### src/rtl/mbx_pkg.sv
package mbx_pkg;

  // Write kinds produced by the address decoder.
  typedef enum logic [1:0] {
    ACC_NONE = 2'd0,
    ACC_SET  = 2'd1,
    ACC_CLR  = 2'd2
  } acc_kind_t;

  // Byte address to 32-bit range test, widened so that window limits may
  // exceed the address width.
  function automatic logic in_range(input logic [31:0] a,
                                    input int unsigned lo,
                                    input int unsigned bytes);
    return (a >= lo) && (a < lo + bytes);
  endfunction

endpackage

### src/rtl/mbx_decode.sv
module mbx_decode
  import mbx_pkg::*;
#(
  parameter int ADDR_W   = 8,
  parameter int NUM_BOX  = 16,
  parameter int SET_BASE = 'h80,
  parameter int CLR_BASE = 'hC0,
  localparam int IDX_W   = $clog2(NUM_BOX),
  localparam int WIN_B   = NUM_BOX * 4
) (
  input  logic [ADDR_W-1:0] addr,
  output acc_kind_t         kind,
  output logic              hit,
  output logic [IDX_W-1:0]  idx
);

  logic [31:0] a32;
  logic        set_hit;
  logic        clr_hit;

  // The low two address bits are dropped, so only whole words are decoded.
  always_comb begin
    a32     = 32'(addr) & ~32'd3;
    set_hit = in_range(a32, SET_BASE, WIN_B);
    clr_hit = in_range(a32, CLR_BASE, WIN_B);
    hit     = set_hit | clr_hit;
    kind    = ACC_NONE;
    idx     = '0;
    if (set_hit) begin
      kind = ACC_SET;
      idx  = IDX_W'((a32 - SET_BASE) >> 2);
    end else if (clr_hit) begin
      kind = ACC_CLR;
      idx  = IDX_W'((a32 - CLR_BASE) >> 2);
    end
  end

endmodule

### src/rtl/mbx_bank.sv
module mbx_bank
  import mbx_pkg::*;
#(
  parameter int NUM_BOX = 16,
  parameter int DATA_W  = 32,
  localparam int IDX_W  = $clog2(NUM_BOX)
) (
  input  logic                            clk,
  input  logic                            rst,
  input  logic                            we,
  input  acc_kind_t                       kind,
  input  logic [IDX_W-1:0]                idx,
  input  logic [DATA_W-1:0]               wdata,
  output logic [NUM_BOX-1:0][DATA_W-1:0]  boxes,
  output logic [NUM_BOX-1:0]              irq
);

  for (genvar i = 0; i < NUM_BOX; i++) begin : g_box
    logic              sel;
    logic [DATA_W-1:0] set_bits;
    logic [DATA_W-1:0] clr_bits;
    logic [DATA_W-1:0] word_q;

    always_comb begin
      sel      = we && (idx == IDX_W'(i));
      set_bits = (sel && kind == ACC_SET) ? wdata : '0;
      clr_bits = (sel && kind == ACC_CLR) ? wdata : '0;
    end

    // Clear is applied first and set last: a bit hit by both stays set.
    always_ff @(posedge clk) begin
      if (rst) word_q <= '0;
      else     word_q <= (word_q & ~clr_bits) | set_bits;
    end

    assign boxes[i] = word_q;
    assign irq[i]   = |word_q;
  end

endmodule

### src/rtl/mbx_rdport.sv
module mbx_rdport #(
  parameter int NUM_BOX = 16,
  parameter int DATA_W  = 32,
  localparam int IDX_W  = $clog2(NUM_BOX)
) (
  input  logic                            clk,
  input  logic                            rst,
  input  logic                            re,
  input  logic                            hit,
  input  logic [IDX_W-1:0]                idx,
  input  logic [NUM_BOX-1:0][DATA_W-1:0]  boxes,
  output logic [DATA_W-1:0]               rdata
);

  always_ff @(posedge clk) begin
    if (rst)     rdata <= '0;
    else if (re) rdata <= hit ? boxes[idx] : '0;
  end

endmodule

### src/rtl/mbx_unit.sv
module mbx_unit
  import mbx_pkg::*;
#(
  parameter int NUM_CORES    = 4,
  parameter int BOX_PER_CORE = 4,
  parameter int DATA_W       = 32,
  parameter int ADDR_W       = 8,
  parameter int SET_BASE     = 'h80,
  parameter int CLR_BASE     = 'hC0,
  localparam int NUM_BOX     = NUM_CORES * BOX_PER_CORE,
  localparam int IDX_W       = $clog2(NUM_BOX)
) (
  input  logic              clk,
  input  logic              rst,
  input  logic              bus_we,
  input  logic              bus_re,
  input  logic [ADDR_W-1:0] bus_addr,
  input  logic [DATA_W-1:0] bus_wdata,
  output logic [DATA_W-1:0] bus_rdata,
  output logic [NUM_BOX-1:0] mbox_irq
);

  acc_kind_t                      kind;
  logic                           hit;
  logic [IDX_W-1:0]               idx;
  logic [NUM_BOX-1:0][DATA_W-1:0] boxes;

  mbx_decode #(
    .ADDR_W(ADDR_W), .NUM_BOX(NUM_BOX),
    .SET_BASE(SET_BASE), .CLR_BASE(CLR_BASE)
  ) u_dec (
    .addr(bus_addr), .kind(kind), .hit(hit), .idx(idx)
  );

  mbx_bank #(.NUM_BOX(NUM_BOX), .DATA_W(DATA_W)) u_bank (
    .clk(clk), .rst(rst), .we(bus_we), .kind(kind), .idx(idx),
    .wdata(bus_wdata), .boxes(boxes), .irq(mbox_irq)
  );

  mbx_rdport #(.NUM_BOX(NUM_BOX), .DATA_W(DATA_W)) u_rd (
    .clk(clk), .rst(rst), .re(bus_re), .hit(hit), .idx(idx),
    .boxes(boxes), .rdata(bus_rdata)
  );

endmodule

### config.mk
export PLATFORM = sky130hd
export DESIGN_NAME = mbx_unit
export DESIGN_NICKNAME = d
export VERILOG_FILES = /design/src/rtl/mbx_pkg.sv /design/src/rtl/mbx_decode.sv /design/src/rtl/mbx_bank.sv /design/src/rtl/mbx_rdport.sv /design/src/rtl/mbx_unit.sv
export SDC_FILE = /design/constraint.sdc
export NUM_CORES = 1
export LEC_CHECK = 0
export BUFFER_PORTS_ARGS = -buffer_cell sky130_fd_sc_hd__buf_2
export CAP_MARGIN = 20
export CORE_MARGIN = 5
export CORE_UTILIZATION = 40
export DETAILED_ROUTE_END_ITERATION = 12
export SETUP_SLACK_MARGIN = 0.15
export SYNTH_ARGS = -nofsm -noshare
export SYNTH_HDL_FRONTEND = slang
export SYNTH_SLANG_ARGS = --single-unit
### constraint.sdc
create_clock -name clk -period 1.75 [get_ports clk]
set_clock_uncertainty 0.05 [all_clocks]
set_input_delay 0.35 -clock clk [delete_from_list [all_inputs] [get_ports clk]]
set_output_delay 0.35 -clock clk [all_outputs]
set_load 0.02 [all_outputs]
; ---- Word level (Yosys, flattened, before mapping)
; Index checks and enable logic that the tools add are counted.
[classes]
bitwise = 49
reduce_logical = 67
n_addsub = 2
order_cmp = 5
n_mux = 39
n_div = 0
eq_ne = 17
n_mul = 0
n_shift = 0
[ops]
columns = operator, n
row1 = 2-to-1 mux 32 bit, 34
row2 = AND 32 bit, 16
row3 = inverter 32 bit, 16
row4 = OR 32 bit, 16
row5 = OR reduction 32 bit, 16
row6 = binary-select mux 32 bit (select 4 bit), 1
row7 = logical AND 1 bit, 50
row8 = equality test 4 bit (second input constant), 8
row9 = equality test 4 x 3 -> 1 bit (second input constant), 4
row10 = >= comparator 8 bit (second input constant), 2
row11 = subtractor 6 x 1 -> 6 bit (second input constant), 2
row12 = less-than comparator 8 x 9 -> 1 bit (second input constant), 1
row13 = equality test 4 x 2 -> 1 bit (second input constant), 2
row14 = less-than comparator 8 bit (second input constant), 1
row15 = 2-to-1 mux 4 bit, 2
row16 = less-than comparator 4 x 5 -> 1 bit (second input constant), 1
row17 = equality test 4 x 1 -> 1 bit (second input constant), 1
row18 = zero test 4 bit, 1
row19 = 2-to-1 mux 2 bit, 2
row20 = equality test 2 x 1 -> 1 bit (second input constant), 1
row21 = equality test 2 bit (second input constant), 1
row22 = OR 1 bit, 1
[word_totals]
word_cells = 196
reg_bits = 544
out_inout_bits = 48
input_bits = 44
memories = 0
latch_bits = 0
mem_bits_rw = 0
romBits = 0

; ---- Depth between registers and ports, before layout
[logic_depth]
depth_word = 11
mapped_depth = 9
depth_no_buf = 5

; ---- Modules after synthesis
; Synthesis repeated with hierarchy kept, for this count alone.
[hier_totals]
cells_unflattened = 3306
area_unflattened_um2 = 28081.9
[by_module_without_submodules]
columns = module, instances, area_per_inst_um2, seq_area_each_um2, cells_per_inst
row1 = mbx_bank, 1, 22830.6, 10249.8, 2817
row2 = mbx_rdport, 1, 5201.2, 640.6, 481
row3 = mbx_decode, 1, 50.0, 0.0, 8

; ---- Worst setup path after synthesis
; No wires, ideal clock.
[synth_path]
path_kind = input to register
startpoint = in bus_addr[2]
endpoint = reg u_rd.rdata[30]
setup_slack_ns = -0.082
n_path_buf = 4
t_arrival_ns = 1.660
cell_stages = 7
setup_ns = 0.122
t_required_ns = 1.578
path_cell_list = buf_6 buf_4 buf_2 buf_4 mux2i_1 o22ai_1 a221o_1
[synth_via]
elab_chain_len = 7
elab_cells_between_ends = 14
cone_classes = add/sub: 2 / order compare: 4 / mux: 5 / bitwise: 1 / reduce/logical: 2
[synth_rtl]
columns = element, line
row1 = from (decl), mbx_unit.sv:17  ; input logic [ADDR_W-1:0] bus_addr,
row2 = less-than comparator 8 x 9 -> 1 bit / >= comparator 8 bit (equally long branches), mbx_pkg.sv:15  ; return (a >= lo) && (a < lo + bytes);
row3 = logical AND 1 bit, mbx_pkg.sv:15
row4 = 2-to-1 mux 4 bit, mbx_decode.sv:32  ; end else if (clr_hit) begin
row5 = 2-to-1 mux 4 bit, mbx_decode.sv:29  ; if (set_hit) begin
row6 = binary-select mux 32 bit (select 4 bit), mbx_rdport.sv:17  ; else if (re) rdata <= hit ? boxes[idx] : '0;
row7 = 2-to-1 mux 32 bit (not written as such), mbx_rdport.sv:17
row8 = 2-to-1 mux 32 bit (*), mbx_rdport.sv:17
row9 = to (signal assigned), mbx_rdport.sv:17
row10 = to (decl), mbx_rdport.sv:12  ; output logic [DATA_W-1:0] rdata
; Every way passes the cells marked *; elsewhere a longest branch is shown, timed or not. The select of a mux whose other input is x is not followed.
; A chain may end at the register's enable or synchronous reset.

; ---- Worst setup path in the final report
[layout_path]
startpoint = reg u_bank.g_box[10].word_q[19]
endpoint = out mbox_irq[10]
[layout_via]
elab_chain_len = 1
[layout_rtl]
columns = element, line
row1 = from (decl), mbx_bank.sv:22  ; logic [DATA_W-1:0] word_q;
row2 = from (signal assigned), mbx_bank.sv:33  ; else word_q <= (word_q & ~clr_bits) | set_bits;
row3 = OR reduction 32 bit, mbx_bank.sv:37  ; assign irq[i] = |word_q;
row4 = to (decl), mbx_unit.sv:20  ; output logic [NUM_BOX-1:0] mbox_irq
; No other way between the ends.

==> flow_summary.ini <==
[setup_path]
reg2reg_depth = 6
cp_data_arrival_time_ns = 2.13
path_max_fanout = 2
cp-start-kind = register
worstReg2RegEnd = u_rd.rdata[16]
rrSetupSlack_ns = 0.07
reg2reg_from = u_bank.g_box[8].word_q[16]
critPathKind = register to output port
setup.worst_path.end_class = output port
required_ns = 1.35

[synthesis]
yosys-top-cells-count = 631 x nand2_1, 544 x dfxtp_1, 436 x a22oi_1, 436 x nor2_1, 187 x clkbuf_1
syn_area_um2 = 26330
synth_top_area_cell = dfxtp_1
synth.top_cell.area_share_pct = 41.36
synth_area_per_cell_um2 = 7.902
ys_seq_area_share_pct = 41.36
synth_edf_count = 0
synth_ff_type = dfxtp_1
syn_nets = 3376
yosysMostFrequentCell = nand2_1
synthTopCellsByArea = dfxtp_1 41%, a22oi_1 12%, nand2_1 9.0%
synth-seq-cells = 544
synthCells = 3332
ys_async_sr_fraction_pct = 0
yosysWarningCount = 0
netlist-cell-type-count = 59

[sta]
finalCriticalPeriod_ns = 2.529
tightest_slew_ns = 0.5950
rsz0062_at_grt = yes
period_share_pct = 144.5
hold_viol_final = 0
setup_slack_ns = -0.7786
slew_violations = 0
final-setup-viol-count = 16
setup_tns_ns = -10.78
max_freq_ghz = 0.3955
whs_ns = 0.08880
timing.slew.headroom_pct = 60.33

[die]
fp.dieArea_um2 = 71060
dieHeight_um = 266.6
ioPinCount = 92
start_util_pct = 40.19
die_x_um = 266.6
coreArea_um2 = 65510
rows = 94

[global_routing]
grt_pass1_wl_um = 155000
overflow = 0
grt_use_total_pct = 27.40
grt_pass1_vias = 25250
grt_max_degree = 92
antenna_found_initial = 0

[cells_and_area]
antenna_cells = 0
nets = 3878
final_util_pct = 54.97
area_delta_synth_final_pct = 36.77
drive_gt1_share_pct = 30.57
num-fill-cells = 5892
layoutNonFillerInstCount = 4743
final_cell_area_um2 = 36010

[route]
finalWirelength_um = 101500
via_count = 27540
drt_iter0_markers = 3158
via_per_inst = 5.806
drt-pass1-iter-count = 8
drtAntennaViolNets = 0
post-route-drc-count = 0
routedWlPerCell_um = 21.40

[clock_network]
cts-root-buf = clkbuf_16
numCtsBuffers = 59
cts_tree = yes
clock_latency_ns = 0.64
htree_levels = 2
clockBufferDepth = 3
cts.clk_slew.worst_paths_ns = 0.06
cts.sinks = 544

[placed_design]
dp_hpwl_um = 72440
place_inst = 4631
placed_area_um2 = 33000
gp_routability_congestion = 0.9250
post-place-ws_ns = -0.4149
numPortBuffers = 89

[power_and_ir_drop]
clkPwrFrac_pct = 45.1
leakage_nw = 13.62
p_sw_share_pct = 25.63
power_density_nw_per_um2 = 786.2
p_int_mw = 21.05
combPwrFrac_pct = 10.6
power_mw = 28.31
ir_drop_v = 0.0007714
seq_power_share_pct = 44.3
p_sw_mw = 7.257

[status]
outcome = complete, but fails checks
violations = setup timing

[min_path]
hp-start = bus_wdata[1]
hold_path.class = input pin to register
hold-path-endpoint = u_bank.g_box[14].word_q[1]
min_path_cells = 3

[flow_run]
max_cap_violations = 0
-- worst max-delay path, stage by stage (launching register included) --
cell	delay (ns)
dfxtp_2	0.32
nor4_2	0.26
buf_4	0.16
nand4_1	0.14
buf_4	0.20
or2_4	0.27
buf_6	0.14
-- layout make-up --
| type | count | area, um2 | area share, % |
|---|---|---|---|
| sequential | 544 | 11020 | 30.59 |
| timing repair buffer | 782 | 7148 | 19.85 |
| clock buffer | 86 | 1739 | 4.830 |
| tap | 864 | 1081 | 3.002 |
| clock inverter | 20 | 220.2 | 0.6115 |
| multi-input combinational | 2436 | 14760 | 40.99 |
| inverter | 11 | 45.04 | 0.1251 |
-- cells in the final DEF, fill, tap and decap left out, types with 11 or more instances in the layout --
| master | count |
|---|---|
| or2_4 | 16 |
| o21ai_1 | 19 |
| buf_4 | 599 |
| nand4_1 | 34 |
| mux4_2 | 11 |
| a22oi_2 | 38 |
| buf_6 | 47 |
| nor2_1 | 430 |
| clkbuf_8 | 14 |
| o22ai_1 | 124 |
| or3_1 | 13 |
| nand3_1 | 98 |
| mux2i_1 | 90 |
| dfxtp_2 | 71 |
| buf_2 | 39 |
| nor3_4 | 14 |
| buf_12 | 95 |
| nor4_4 | 21 |
| a22oi_1 | 398 |
| o211ai_1 | 13 |
| nor4_2 | 41 |
| o21ai_0 | 36 |
| clkinv_2 | 13 |
| dfxtp_1 | 463 |
| clkbuf_1 | 12 |
| nand2_1 | 631 |
| nor4_1 | 75 |
| mux2_2 | 50 |
| a21oi_1 | 155 |
| clkbuf_16 | 60 |
-- cells by family after synthesis --
kind of cell	Yosys count	synth area share, %
AND/OR/NAND/NOR	1434	24.13
AO/OA/AOI/OAI	850	21.83
flip-flops	544	41.36
buffers and inverters	352	6.140
multiplexers	152	6.543
-- power by group through the flow --
stage | sequential (mW) | combinational (mW) | clock (mW)
after floorplan | 12.8 | 1.49 | 0
after global placement | 12.8 | 2.83 | 0
after detailed placement | 12.8 | 2.84 | 0
after CTS | 12.5 | 2.96 | 12.9
after global routing | 12.5 | 3.15 | 13.4
final | 12.5 | 3.01 | 12.8
-- sequential cells by signal, summed over array words and instances, names as in the netlist --
| name | flops |
|---|---|
| u_rd.rdata | 32 |
| u_bank.g_box.word_q | 512 |
-- routing by layer --
| layer | global-route usage (%) | up-vias | wire length, um |
|---|---|---|---|
| met5 | 0 | - | 0 |
| met4 | 6.824 | 0 | 2838 |
| met3 | 3.890 | 154 | 8898 |
| met2 | 42.08 | 1276 | 44560 |
| met1 | 40.72 | 13130 | 45190 |
| li1 | - | 12980 | - |
-- timing repair --
item                                    CTS  global route
hold buffers                              1             0
endpoints found under the hold margin     1             0
gates cloned                              0             0
endpoints found under the setup margin   52            33
pin swaps                                42            31
buffers inserted                          4             1
resized for setup                       211            72
-- how the worst max path moves through the flow --
stage	start	to	cells after the start	slack (ns)
detailed placement	bus_addr[5]	u_rd.rdata[28]	7	-0.41
CTS	u_bank.g_box[10].word_q[19]	mbox_irq[10]	6	-0.84
finish	u_bank.g_box[10].word_q[19]	mbox_irq[10]	6	-0.78
global placement	bus_addr[5]	u_rd.rdata[25]	8	-0.42
global route	u_bank.g_box[10].word_q[19]	mbox_irq[10]	6	-0.83
floorplan	bus_addr[3]	u_rd.rdata[6]	9	0.06
Power figures use the tool's default switching activity.
